File: src/rtl/uart_irq_pkg.sv
package uart_irq_pkg;
  localparam int ADDR_W_P = 12;

  localparam logic [ADDR_W_P-1:0] OFS_ENABLE = 12'h038;
  localparam logic [ADDR_W_P-1:0] OFS_RAW    = 12'h03C;
  localparam logic [ADDR_W_P-1:0] OFS_MASKED = 12'h040;
  localparam logic [ADDR_W_P-1:0] OFS_CLEAR  = 12'h044;

  typedef enum logic [1:0] {
    SEL_NONE,
    SEL_ENABLE,
    SEL_RAW,
    SEL_MASKED
  } rd_sel_e;

  typedef enum int {
    SRC_RING    = 0,
    SRC_CTS     = 1,
    SRC_DCD     = 2,
    SRC_DSR     = 3,
    SRC_RX      = 4,
    SRC_TX      = 5,
    SRC_RXTO    = 6,
    SRC_FRAME   = 7,
    SRC_PARITY  = 8,
    SRC_BREAK   = 9,
    SRC_OVERRUN = 10
  } src_idx_e;
endpackage

File: src/rtl/uart_irq_bus.sv
module uart_irq_bus
  import uart_irq_pkg::*;
#(
  parameter int NUM_SRC = 11,
  parameter int DATA_W  = 16,
  parameter int ADDR_W  = 12
) (
  input  logic               clk_i,
  input  logic               rst_ni,
  input  logic [ADDR_W-1:0]  addr_i,
  input  logic               wr_en_i,
  input  logic [DATA_W-1:0]  wr_data_i,
  input  logic               rd_en_i,
  input  logic [NUM_SRC-1:0] enable_q_i,
  input  logic [NUM_SRC-1:0] raw_q_i,
  output logic               enable_we_o,
  output logic               clear_we_o,
  output logic [NUM_SRC-1:0] wr_bits_o,
  output logic [DATA_W-1:0]  rd_data_o
);
  localparam int PAD_W = DATA_W - NUM_SRC;

  rd_sel_e            sel;
  logic [NUM_SRC-1:0] rd_bits;
  logic [DATA_W-1:0]  rd_q;

  assign enable_we_o = wr_en_i && (addr_i == ADDR_W'(OFS_ENABLE));
  assign clear_we_o  = wr_en_i && (addr_i == ADDR_W'(OFS_CLEAR));
  assign wr_bits_o   = wr_data_i[NUM_SRC-1:0];

  always_comb begin
    if (addr_i == ADDR_W'(OFS_ENABLE))      sel = SEL_ENABLE;
    else if (addr_i == ADDR_W'(OFS_RAW))    sel = SEL_RAW;
    else if (addr_i == ADDR_W'(OFS_MASKED)) sel = SEL_MASKED;
    else                                    sel = SEL_NONE;
  end

  always_comb begin
    unique case (sel)
      SEL_ENABLE: rd_bits = enable_q_i;
      SEL_RAW:    rd_bits = raw_q_i;
      SEL_MASKED: rd_bits = raw_q_i & enable_q_i;
      default:    rd_bits = '0;
    endcase
  end

  always_ff @(posedge clk_i) begin
    if (!rst_ni)      rd_q <= '0;
    else if (rd_en_i) rd_q <= {{PAD_W{1'b0}}, rd_bits};
  end

  assign rd_data_o = rd_q;


  rsvd_zero_chk: assert property (@(posedge clk_i) disable iff (!rst_ni)
    rd_data_o[DATA_W-1:NUM_SRC] == '0);


  rd_hold_chk: assert property (@(posedge clk_i) disable iff (!rst_ni)
    !rd_en_i |=> $stable(rd_data_o));
endmodule

File: src/rtl/uart_irq_regs.sv
module uart_irq_regs #(
  parameter int NUM_SRC = 11
) (
  input  logic               clk_i,
  input  logic               rst_ni,
  input  logic [NUM_SRC-1:0] src_set_i,
  input  logic               enable_we_i,
  input  logic               clear_we_i,
  input  logic [NUM_SRC-1:0] wr_bits_i,
  output logic [NUM_SRC-1:0] enable_q_o,
  output logic [NUM_SRC-1:0] raw_q_o,
  output logic               any_o
);
  logic [NUM_SRC-1:0] clr_bits;

  assign clr_bits = clear_we_i ? wr_bits_i : '0;

  for (genvar i = 0; i < NUM_SRC; i++) begin : g_src
    always_ff @(posedge clk_i) begin
      if (!rst_ni) begin
        raw_q_o[i]    <= 1'b0;
        enable_q_o[i] <= 1'b0;
      end else begin
        if (src_set_i[i])      raw_q_o[i] <= 1'b1;
        else if (clr_bits[i])  raw_q_o[i] <= 1'b0;
        if (enable_we_i)       enable_q_o[i] <= wr_bits_i[i];
      end
    end
  end

  assign any_o = |(raw_q_o & enable_q_o);


  set_wins_chk: assert property (@(posedge clk_i) disable iff (!rst_ni)
    (|src_set_i) |=> ((raw_q_o & $past(src_set_i)) == $past(src_set_i)));


  clear_takes_chk: assert property (@(posedge clk_i) disable iff (!rst_ni)
    (|(clr_bits & ~src_set_i)) |=> ((raw_q_o & $past(clr_bits & ~src_set_i)) == '0));
endmodule

File: src/rtl/uart_irq_delay.sv
module uart_irq_delay #(
  parameter int IRQ_DELAY = 3
) (
  input  logic clk_i,
  input  logic rst_ni,
  input  logic any_i,
  output logic irq_o
);
  localparam int CNT_W = (IRQ_DELAY > 0) ? $clog2(IRQ_DELAY + 1) : 1;
  localparam logic [CNT_W-1:0] LIMIT = CNT_W'(IRQ_DELAY);

  logic [CNT_W-1:0] cnt_q;
  logic             irq_q;

  always_ff @(posedge clk_i) begin
    if (!rst_ni || !any_i) begin
      cnt_q <= '0;
      irq_q <= 1'b0;
    end else if (!irq_q) begin
      if (cnt_q == LIMIT) irq_q <= 1'b1;
      else                cnt_q <= cnt_q + 1'b1;
    end
  end

  assign irq_o = irq_q & any_i;


  rise_after_pending_chk: assert property (@(posedge clk_i) disable iff (!rst_ni)
    $rose(irq_o) |-> $past(any_i));
endmodule

File: src/rtl/uart_irq_unit.sv
module uart_irq_unit #(
  parameter int NUM_SRC   = 11,
  parameter int DATA_W    = 16,
  parameter int ADDR_W    = 12,
  parameter int IRQ_DELAY = 3
) (
  input  logic               clk_i,
  input  logic               rst_ni,
  input  logic [NUM_SRC-1:0] src_set_i,
  input  logic [ADDR_W-1:0]  addr_i,
  input  logic               wr_en_i,
  input  logic [DATA_W-1:0]  wr_data_i,
  input  logic               rd_en_i,
  output logic [DATA_W-1:0]  rd_data_o,
  output logic               irq_o
);
  logic               enable_we;
  logic               clear_we;
  logic [NUM_SRC-1:0] wr_bits;
  logic [NUM_SRC-1:0] enable_q;
  logic [NUM_SRC-1:0] raw_q;
  logic               any_pending;

  uart_irq_bus #(.NUM_SRC(NUM_SRC), .DATA_W(DATA_W), .ADDR_W(ADDR_W)) u_bus (
    .clk_i       (clk_i),
    .rst_ni      (rst_ni),
    .addr_i      (addr_i),
    .wr_en_i     (wr_en_i),
    .wr_data_i   (wr_data_i),
    .rd_en_i     (rd_en_i),
    .enable_q_i  (enable_q),
    .raw_q_i     (raw_q),
    .enable_we_o (enable_we),
    .clear_we_o  (clear_we),
    .wr_bits_o   (wr_bits),
    .rd_data_o   (rd_data_o)
  );

  uart_irq_regs #(.NUM_SRC(NUM_SRC)) u_regs (
    .clk_i       (clk_i),
    .rst_ni      (rst_ni),
    .src_set_i   (src_set_i),
    .enable_we_i (enable_we),
    .clear_we_i  (clear_we),
    .wr_bits_i   (wr_bits),
    .enable_q_o  (enable_q),
    .raw_q_o     (raw_q),
    .any_o       (any_pending)
  );

  uart_irq_delay #(.IRQ_DELAY(IRQ_DELAY)) u_delay (
    .clk_i  (clk_i),
    .rst_ni (rst_ni),
    .any_i  (any_pending),
    .irq_o  (irq_o)
  );


  irq_needs_masked_chk: assert property (@(posedge clk_i) disable iff (!rst_ni)
    irq_o |-> (|(raw_q & enable_q)));
endmodule

File: config.mk
export PLATFORM = sky130hd
export DESIGN_NAME = uart_irq_unit
export DESIGN_NICKNAME = d
export VERILOG_FILES = /design/src/rtl/uart_irq_pkg.sv /design/src/rtl/uart_irq_bus.sv /design/src/rtl/uart_irq_regs.sv /design/src/rtl/uart_irq_delay.sv /design/src/rtl/uart_irq_unit.sv
export SDC_FILE = /design/constraint.sdc
export NUM_CORES = 1
export LEC_CHECK = 0
export CAP_MARGIN = 15
export CORE_ASPECT_RATIO = 1.25
export CORE_MARGIN = 10
export CORE_UTILIZATION = 35
export DETAILED_ROUTE_END_ITERATION = 8
export GPL_ROUTABILITY_DRIVEN = 0
export GPL_TIMING_DRIVEN = 0
export PLACE_DENSITY = 0.77
export SYNTH_ARGS = -nofsm -noshare
export SYNTH_HDL_FRONTEND = slang
export SYNTH_SLANG_ARGS = --single-unit
File: constraint.sdc
create_clock -name clk_i -period 5.9 [get_ports clk_i]
set_input_delay 1.18 -clock clk_i [delete_from_list [all_inputs] [get_ports clk_i]]
set_output_delay 1.18 -clock clk_i [all_outputs]
set_load 0.01 [all_outputs]
After elaboration in Yosys (flattened, before gate mapping)

Cells that the tools add are included.

Flip-flop bits (word level): 36
Input port bits: 43
Output and inout port bits: 17
Logic and storage cells: 85

Add/subtract/negate cells: 1
Equality and inequality tests: 8
Multiplexer cells: 29
Bitwise gates (word level): 4
Reduce and logical (&&, ||, !) cells: 18

Operators by type and width:

| cell                                                                   | count |
|---|---|
| 11-bit case mux with 3 select lines                                    | 1 |
| 12-bit by 6-bit equality test with 1-bit output, second input constant | 2 |
| 12-bit by 7-bit equality test with 1-bit output, second input constant | 2 |
| 1-bit 2-to-1 mux                                                       | 24 |
| 2-bit nonzero test                                                     | 11 |
| 11-bit bitwise AND                                                     | 1 |
| 11-bit 2-to-1 mux                                                      | 1 |
| 11-bit OR reduction                                                    | 1 |
| 2-bit equality test, second input constant                             | 3 |
| 2-bit 2-to-1 mux                                                       | 3 |
| 2-bit by 1-bit adder with 2-bit output, second input constant          | 1 |
| 2-bit by 1-bit equality test with 1-bit output, second input constant  | 1 |
| 1-bit logical AND                                                      | 2 |
| 1-bit logical NOT                                                      | 2 |
| 1-bit inverter                                                         | 2 |
| 2-bit AND reduction                                                    | 1 |
| 1-bit bitwise AND                                                      | 1 |
| 1-bit logical OR                                                       | 1 |

Longest topological paths before layout

Depth after elaboration: 6
Gate-level depth with buffers: 7
Depth with buffers taken out: 4

By module

A second synthesis with hierarchy kept.

Cells, all modules: 195
Area total of the unflattened synthesis: 1734.2 um2

By module, submodules not included:

| module         | instances | cells each | area each (um2) | sequential area each (um2) |
|---|---|---|---|---|
| uart_irq_regs  | 1         | 88         | 863.3           | 440.4 |
| uart_irq_bus   | 1         | 93         | 744.5           | 220.2 |
| uart_irq_delay | 1         | 14         | 126.4           | 60.1 |

Least setup slack after synthesis

No wires, ideal clock.

Path type: input port to flip-flop
Start point: input port addr_i[2]
End point: register u_regs.enable_q_o[10]
Library setup time: 0.116 ns
Data arrival time: 2.671 ns
Data required time: 5.784 ns
Slack: 3.113 ns
Cell stages on the path: 7
Buffers on the path: 3
Path through: buf_6 or4_1 buf_2 or4_4 buf_6 mux2i_1 nor2b_1

Longest elaborated chain between the ends: 2

Ends and longest elaborated chain:

| what                                            | RTL line            | RTL |
|---|---|---|
| from (decl)                                     | uart_irq_unit.sv:10 | `input logic [ADDR_W-1:0] addr_i,` |
| 12-bit by 6-bit equality test with 1-bit output | uart_irq_bus.sv:27  | `assign enable_we_o = wr_en_i && (addr_i == ADDR_W'(OFS_ENABLE));` |
| 1-bit logical AND                               | uart_irq_bus.sv:27  |  |
| to (signal, indexed assignment)                 | uart_irq_regs.sv:26 | `if (enable_we_i) enable_q_o[i] <= wr_bits_i[i];` |
| to (decl)                                       | uart_irq_regs.sv:10 | `output logic [NUM_SRC-1:0] enable_q_o,` |

Every way passes these cells.
A chain may end at the register's enable or synchronous reset.

Worst setup path in the final report

Start point: input port addr_i[3]
End point: register u_bus.rd_q[10] (netlist: u_bus.rd_data_o[10])

Longest elaborated chain between the ends: 6
Elaborated cells between the ends (all ways): 10
Those cells by class: 6 x eq/ne; 4 x mux

Ends and longest elaborated chain:

| what                                                                                  | RTL line           | RTL |
|---|---|---|
| 12-bit by 7-bit equality test with 1-bit output                                       | uart_irq_bus.sv:34 | `else if (addr_i == ADDR_W'(OFS_MASKED)) sel = SEL_MASKED;` |
| 2-bit 2-to-1 mux                                                                      | uart_irq_bus.sv:34 |  |
| 2-bit 2-to-1 mux                                                                      | uart_irq_bus.sv:33 | `else if (addr_i == ADDR_W'(OFS_RAW)) sel = SEL_RAW;` |
| 2-bit 2-to-1 mux *                                                                    | uart_irq_bus.sv:32 | `if (addr_i == ADDR_W'(OFS_ENABLE)) sel = SEL_ENABLE;` |
| 2-bit equality test or 2-bit by 1-bit equality test with 1-bit output (tied branches) | uart_irq_bus.sv:39 | `unique case (sel)` |
| 11-bit case mux with 3 select lines *                                                 | uart_irq_bus.sv:39 |  |
| to (signal assigned)                                                                  | uart_irq_bus.sv:49 | `else if (rd_en_i) rd_q <= {{PAD_W{1'b0}}, rd_bits};` |
| to (decl)                                                                             | uart_irq_bus.sv:25 | `logic [DATA_W-1:0] rd_q;` |

Mark *: on every way between the ends. The rest lies on a longest branch, timed or not.

==> results.py <==
metrics = {
    "run_status": {
        "status": "finished, final reports clean",
    },
    "layout": {
        "fin_nets": 290,
        "drive_above_1_share": 0.109,
        "diodes": 0,
        "final_core_utilization": 0.502,
        "synthToLayoutAreaGrowth_pct": 39.9,
    },
    "die": {
        "die_area_mm2": 0.00801,
        "placeableCoreArea_mm2": 0.00469,
        "num_rows": 28,
        "start_util": 0.359,
        "top_level_ports": 60,
        "die_height_um": 97.6,
        "die_w_um": 82.1,
    },
    "global_route": {
        "global_route.overflow_total": 0,
        "grt_antenna_before_repair": 0,
        "first_global_vias": 1590,
        "global_route_wire_length_before_repair_um": 7360,
        "grt_usage": 0.118,
        "pin_count_of_the_biggest_net_entering_global_routing": 13,
    },
    "clock_tree": {
        "cts_buffers": 5,
        "cts.path.max_buffers": 2,
        "holdBufCountCts": 0,
        "clk_root_buffer_cell": "sky130_fd_sc_hd__clkbuf_8",
        "htree_levels": 2,
        "clkSinkCount": 36,
        "clkLatencyLatePin_ns": 0.30,
        "post-cts-setup-buffer-count": 0,
        "cts_resized": 0,
        "cts.clk_slew.worst_paths_ns": 0.07,
        "cts_tree": "yes",
    },
    "detailed_routing": {
        "drc_errors": 0,
        "postRouteWirelength_um": 4630,
        "wl_per_cell_um": 15.1,
        "num_vias": 1542,
        "avgViaCountPerCell": 5.02,
        "antenna_left": 0,
        "drtIter0Drc": 83,
        "first_pass_iters": 4,
    },
    "yosys": {
        "main_combinational_cell_family_by_area_after_synthesis": "compound AO/OA/AOI/OAI gates",
        "synth.mux.area_fraction": 0.0831,
        "post_synth.cell_area_avg_um2": 8.96,
        "ys_seq_area_frac": 0.428,
        "post_synth_adder_cell_area": 0.00742,
        "post_synthesis_instance_total": 188,
        "ys_ff_latch": 36,
        "synth-simple-area-share": 0.160,
        "synth-compound-area-share": 0.220,
        "netlist-cell-type-count": 33,
        "syn_area_mm2": 0.00169,
        "post_synthesis_share_of_cell_area_spent_on_xor_and_xnor_gates": 0.00520,
        "yosysWarnings": 0,
    },
    "power_and_ir_drop": {
        "irDropWorstVdd_v": 0.000147,
        "power_leakage_nw": 0.945,
        "power.clock.fraction": 0.409,
        "seq_power_share": 0.485,
        "finalPower_w": 0.000525,
        "p_comb_frac": 0.106,
        "power_report.internal_total_w": 0.000408,
        "p_sw_frac": 0.222,
        "power.density_mw_per_mm2": 223,
        "p_switching_w": 0.000116,
    },
    "sta": {
        "min_period_over_period": 0.537,
        "fin_crit_ns": 3.17,
        "slew_violations": 0,
        "final-hold-violation-count": 0,
        "finClkSkew_ns": 0.00771,
        "rsz0062_at_grt": "false",
        "setup_ws_ns": 2.73,
        "timing.max_slew.rel_slack": 0.387,
        "tightest_slew_ns": 0.912,
        "worst_hold_slack_ns": 0.481,
        "timing.setup.tns_ns": 0,
        "setup_violations": 0,
        "clock.fmax_ghz": 0.316,
    },
    "placed_design": {
        "place_ws_ns": 2.44,
        "placement.io_buffers": 47,
        "place.detailed.hpwl_um": 3530,
    },
    "worst_setup_path": {
        "crit_path_start_kind": "input pin",
        "worst-path-max-fanout": 8,
        "crit_required_ns": 6.12,
        "worstPathArrival_ns": 3.39,
        "critical_path.endpoint_type": "register",
        "path_class": "input pin to register",
    },
    "flow_run": {
        "cap_viol_max_count": 0,
    },
    "min_path": {
        "hp-class": "register to register",
    },
}
power by group through the flow:
| stage | Combinational [W] | Sequential [W] | Clock (W) |
|---|---|---|---|
| final | 0.0000556 | 0.000254 | 0.000215 |
| after detailed placement | 0.0000556 | 0.000260 | 0 |
| after floorplan | 0.0000216 | 0.000259 | 0 |
| after global routing | 0.0000609 | 0.000255 | 0.000228 |
| after CTS | 0.0000558 | 0.000254 | 0.000220 |
| after global placement | 0.0000541 | 0.000259 | 0 |
sequential cells by signal, indices dropped and copies added (netlist names):
signal             cells
u_delay.cnt_q          2
u_bus.rd_data_o       11
u_delay.irq_q          1
u_regs.enable_q_o     11
u_regs.raw_q_o        11
area by class of cell:
cell class	instances	area (um^2)
Fill cell	465	2340
Multi-Input combinational cell	123	821
Sequential cell	36	721
Timing Repair Buffer	47	470
Buffer	13	83.8
Inverter	20	75.1
Tap cell	60	75.1
Clock buffer	5	68.8
Clock inverter	3	42.5
cell usage in the layout, fill, tap and decap left out, types with 2 or more instances in the layout:
cell / netlist / routed
sky130_fd_sc_hd__clkdlybuf4s50_1: 0 / 47
sky130_fd_sc_hd__mux2i_1: 14 / 14
sky130_fd_sc_hd__o221a_2: 3 / 3
sky130_fd_sc_hd__nand2_1: 8 / 8
sky130_fd_sc_hd__or4b_2: 2 / 2
sky130_fd_sc_hd__clkbuf_1: 5 / 5
sky130_fd_sc_hd__buf_4: 5 / 5
sky130_fd_sc_hd__conb_1: 1 / 5
sky130_fd_sc_hd__a31oi_1: 11 / 11
sky130_fd_sc_hd__a21oi_1: 9 / 9
sky130_fd_sc_hd__buf_6: 2 / 2
sky130_fd_sc_hd__o21ai_0: 22 / 22
sky130_fd_sc_hd__a22oi_1: 11 / 11
sky130_fd_sc_hd__nor4_2: 3 / 3
sky130_fd_sc_hd__nor3_1: 3 / 3
sky130_fd_sc_hd__clkbuf_8: 0 / 5
sky130_fd_sc_hd__dfxtp_1: 36 / 36
sky130_fd_sc_hd__nor2_1: 5 / 5
sky130_fd_sc_hd__nor2b_1: 12 / 12
sky130_fd_sc_hd__or4_4: 2 / 2
sky130_fd_sc_hd__inv_1: 20 / 20
path summary, 6_finish.rpt:
kind                                                         start                               end  slack, ns  depth (start not counted)
worst min register to register      u_regs.raw_q_o[7]$_SDFFE_PN0P_   u_bus.rd_data_o[7]$_SDFFE_PN0P_       0.48                          2
worst max-delay path                                     addr_i[3]  u_bus.rd_data_o[10]$_SDFFE_PN0P_       2.73                          5
worst max register to register  u_regs.enable_q_o[10]$_SDFFE_PN0P_     u_delay.cnt_q[0]$_SDFFE_PP0P_       4.42                          4
worst min-delay path                u_regs.raw_q_o[7]$_SDFFE_PN0P_   u_bus.rd_data_o[7]$_SDFFE_PN0P_       0.48                          2
kinds of logic (layout without fill, tap and decap cells):
group	Yosys count	after routing
AO/OA/AOI/OAI	60	60
XOR/XNOR	1	1
flip-flops	36	36
AND/OR/NAND/NOR	42	42
adder cells (fa/ha/maj)	1	1
buffers and inverters	33	88
other	1	5
multiplexers	14	14
Yosys cell counts (all sizes together):
| cell | n | area share |
|---|---|---|
| nor2 | 5 | 0.011 |
| mux2i | 14 | 0.083 |
| nor4 | 4 | 0.026 |
| ha | 1 | 0.0074 |
| a222oi | 1 | 0.0059 |
| a22oi | 11 | 0.049 |
| o21ai | 23 | 0.068 |
| a21oi | 9 | 0.027 |
| buf | 8 | 0.039 |
| o221a | 3 | 0.020 |
| a31oi | 11 | 0.041 |
| or4 | 3 | 0.018 |
| nor4b | 1 | 0.0052 |
| xnor2 | 1 | 0.0052 |
| clkbuf | 5 | 0.011 |
| nand4b | 1 | 0.0052 |
| o21a | 1 | 0.0045 |
| inv | 20 | 0.045 |
| nor2b | 12 | 0.045 |
| dfxtp | 36 | 0.43 |
| conb | 1 | 0.0022 |
| nor3 | 3 | 0.0089 |
| or3b | 1 | 0.0052 |
| nand3 | 1 | 0.0030 |
| o31ai | 1 | 0.0045 |
| or4b | 2 | 0.012 |
| nand2 | 8 | 0.018 |
| nand4 | 1 | 0.0037 |
critical path: stages:
cell and delay (ns):
sky130_fd_sc_hd__clkdlybuf4s50_1 0.44, sky130_fd_sc_hd__or4b_2 0.69, sky130_fd_sc_hd__nor4_2 0.75, sky130_fd_sc_hd__a21oi_1 0.16
sky130_fd_sc_hd__o21ai_0 0.17
metrics by stage:
stage,area (um^2),instances
2_1_floorplan,1700,192
3_3_place_gp,2250,299
3_5_place_dp,2250,299
4_1_cts,2360,307
5_1_grt,2360,307
6_report,2360,307
per-layer routing:
metal,share of wire,up-vias,track usage
met5,0,-,0
met4,0.024,0,0.0604
met3,0.054,8,0.0417
met2,0.52,33,0.201
met1,0.40,715,0.122
li1,-,786,-
Power figures use the tool's default switching activity.
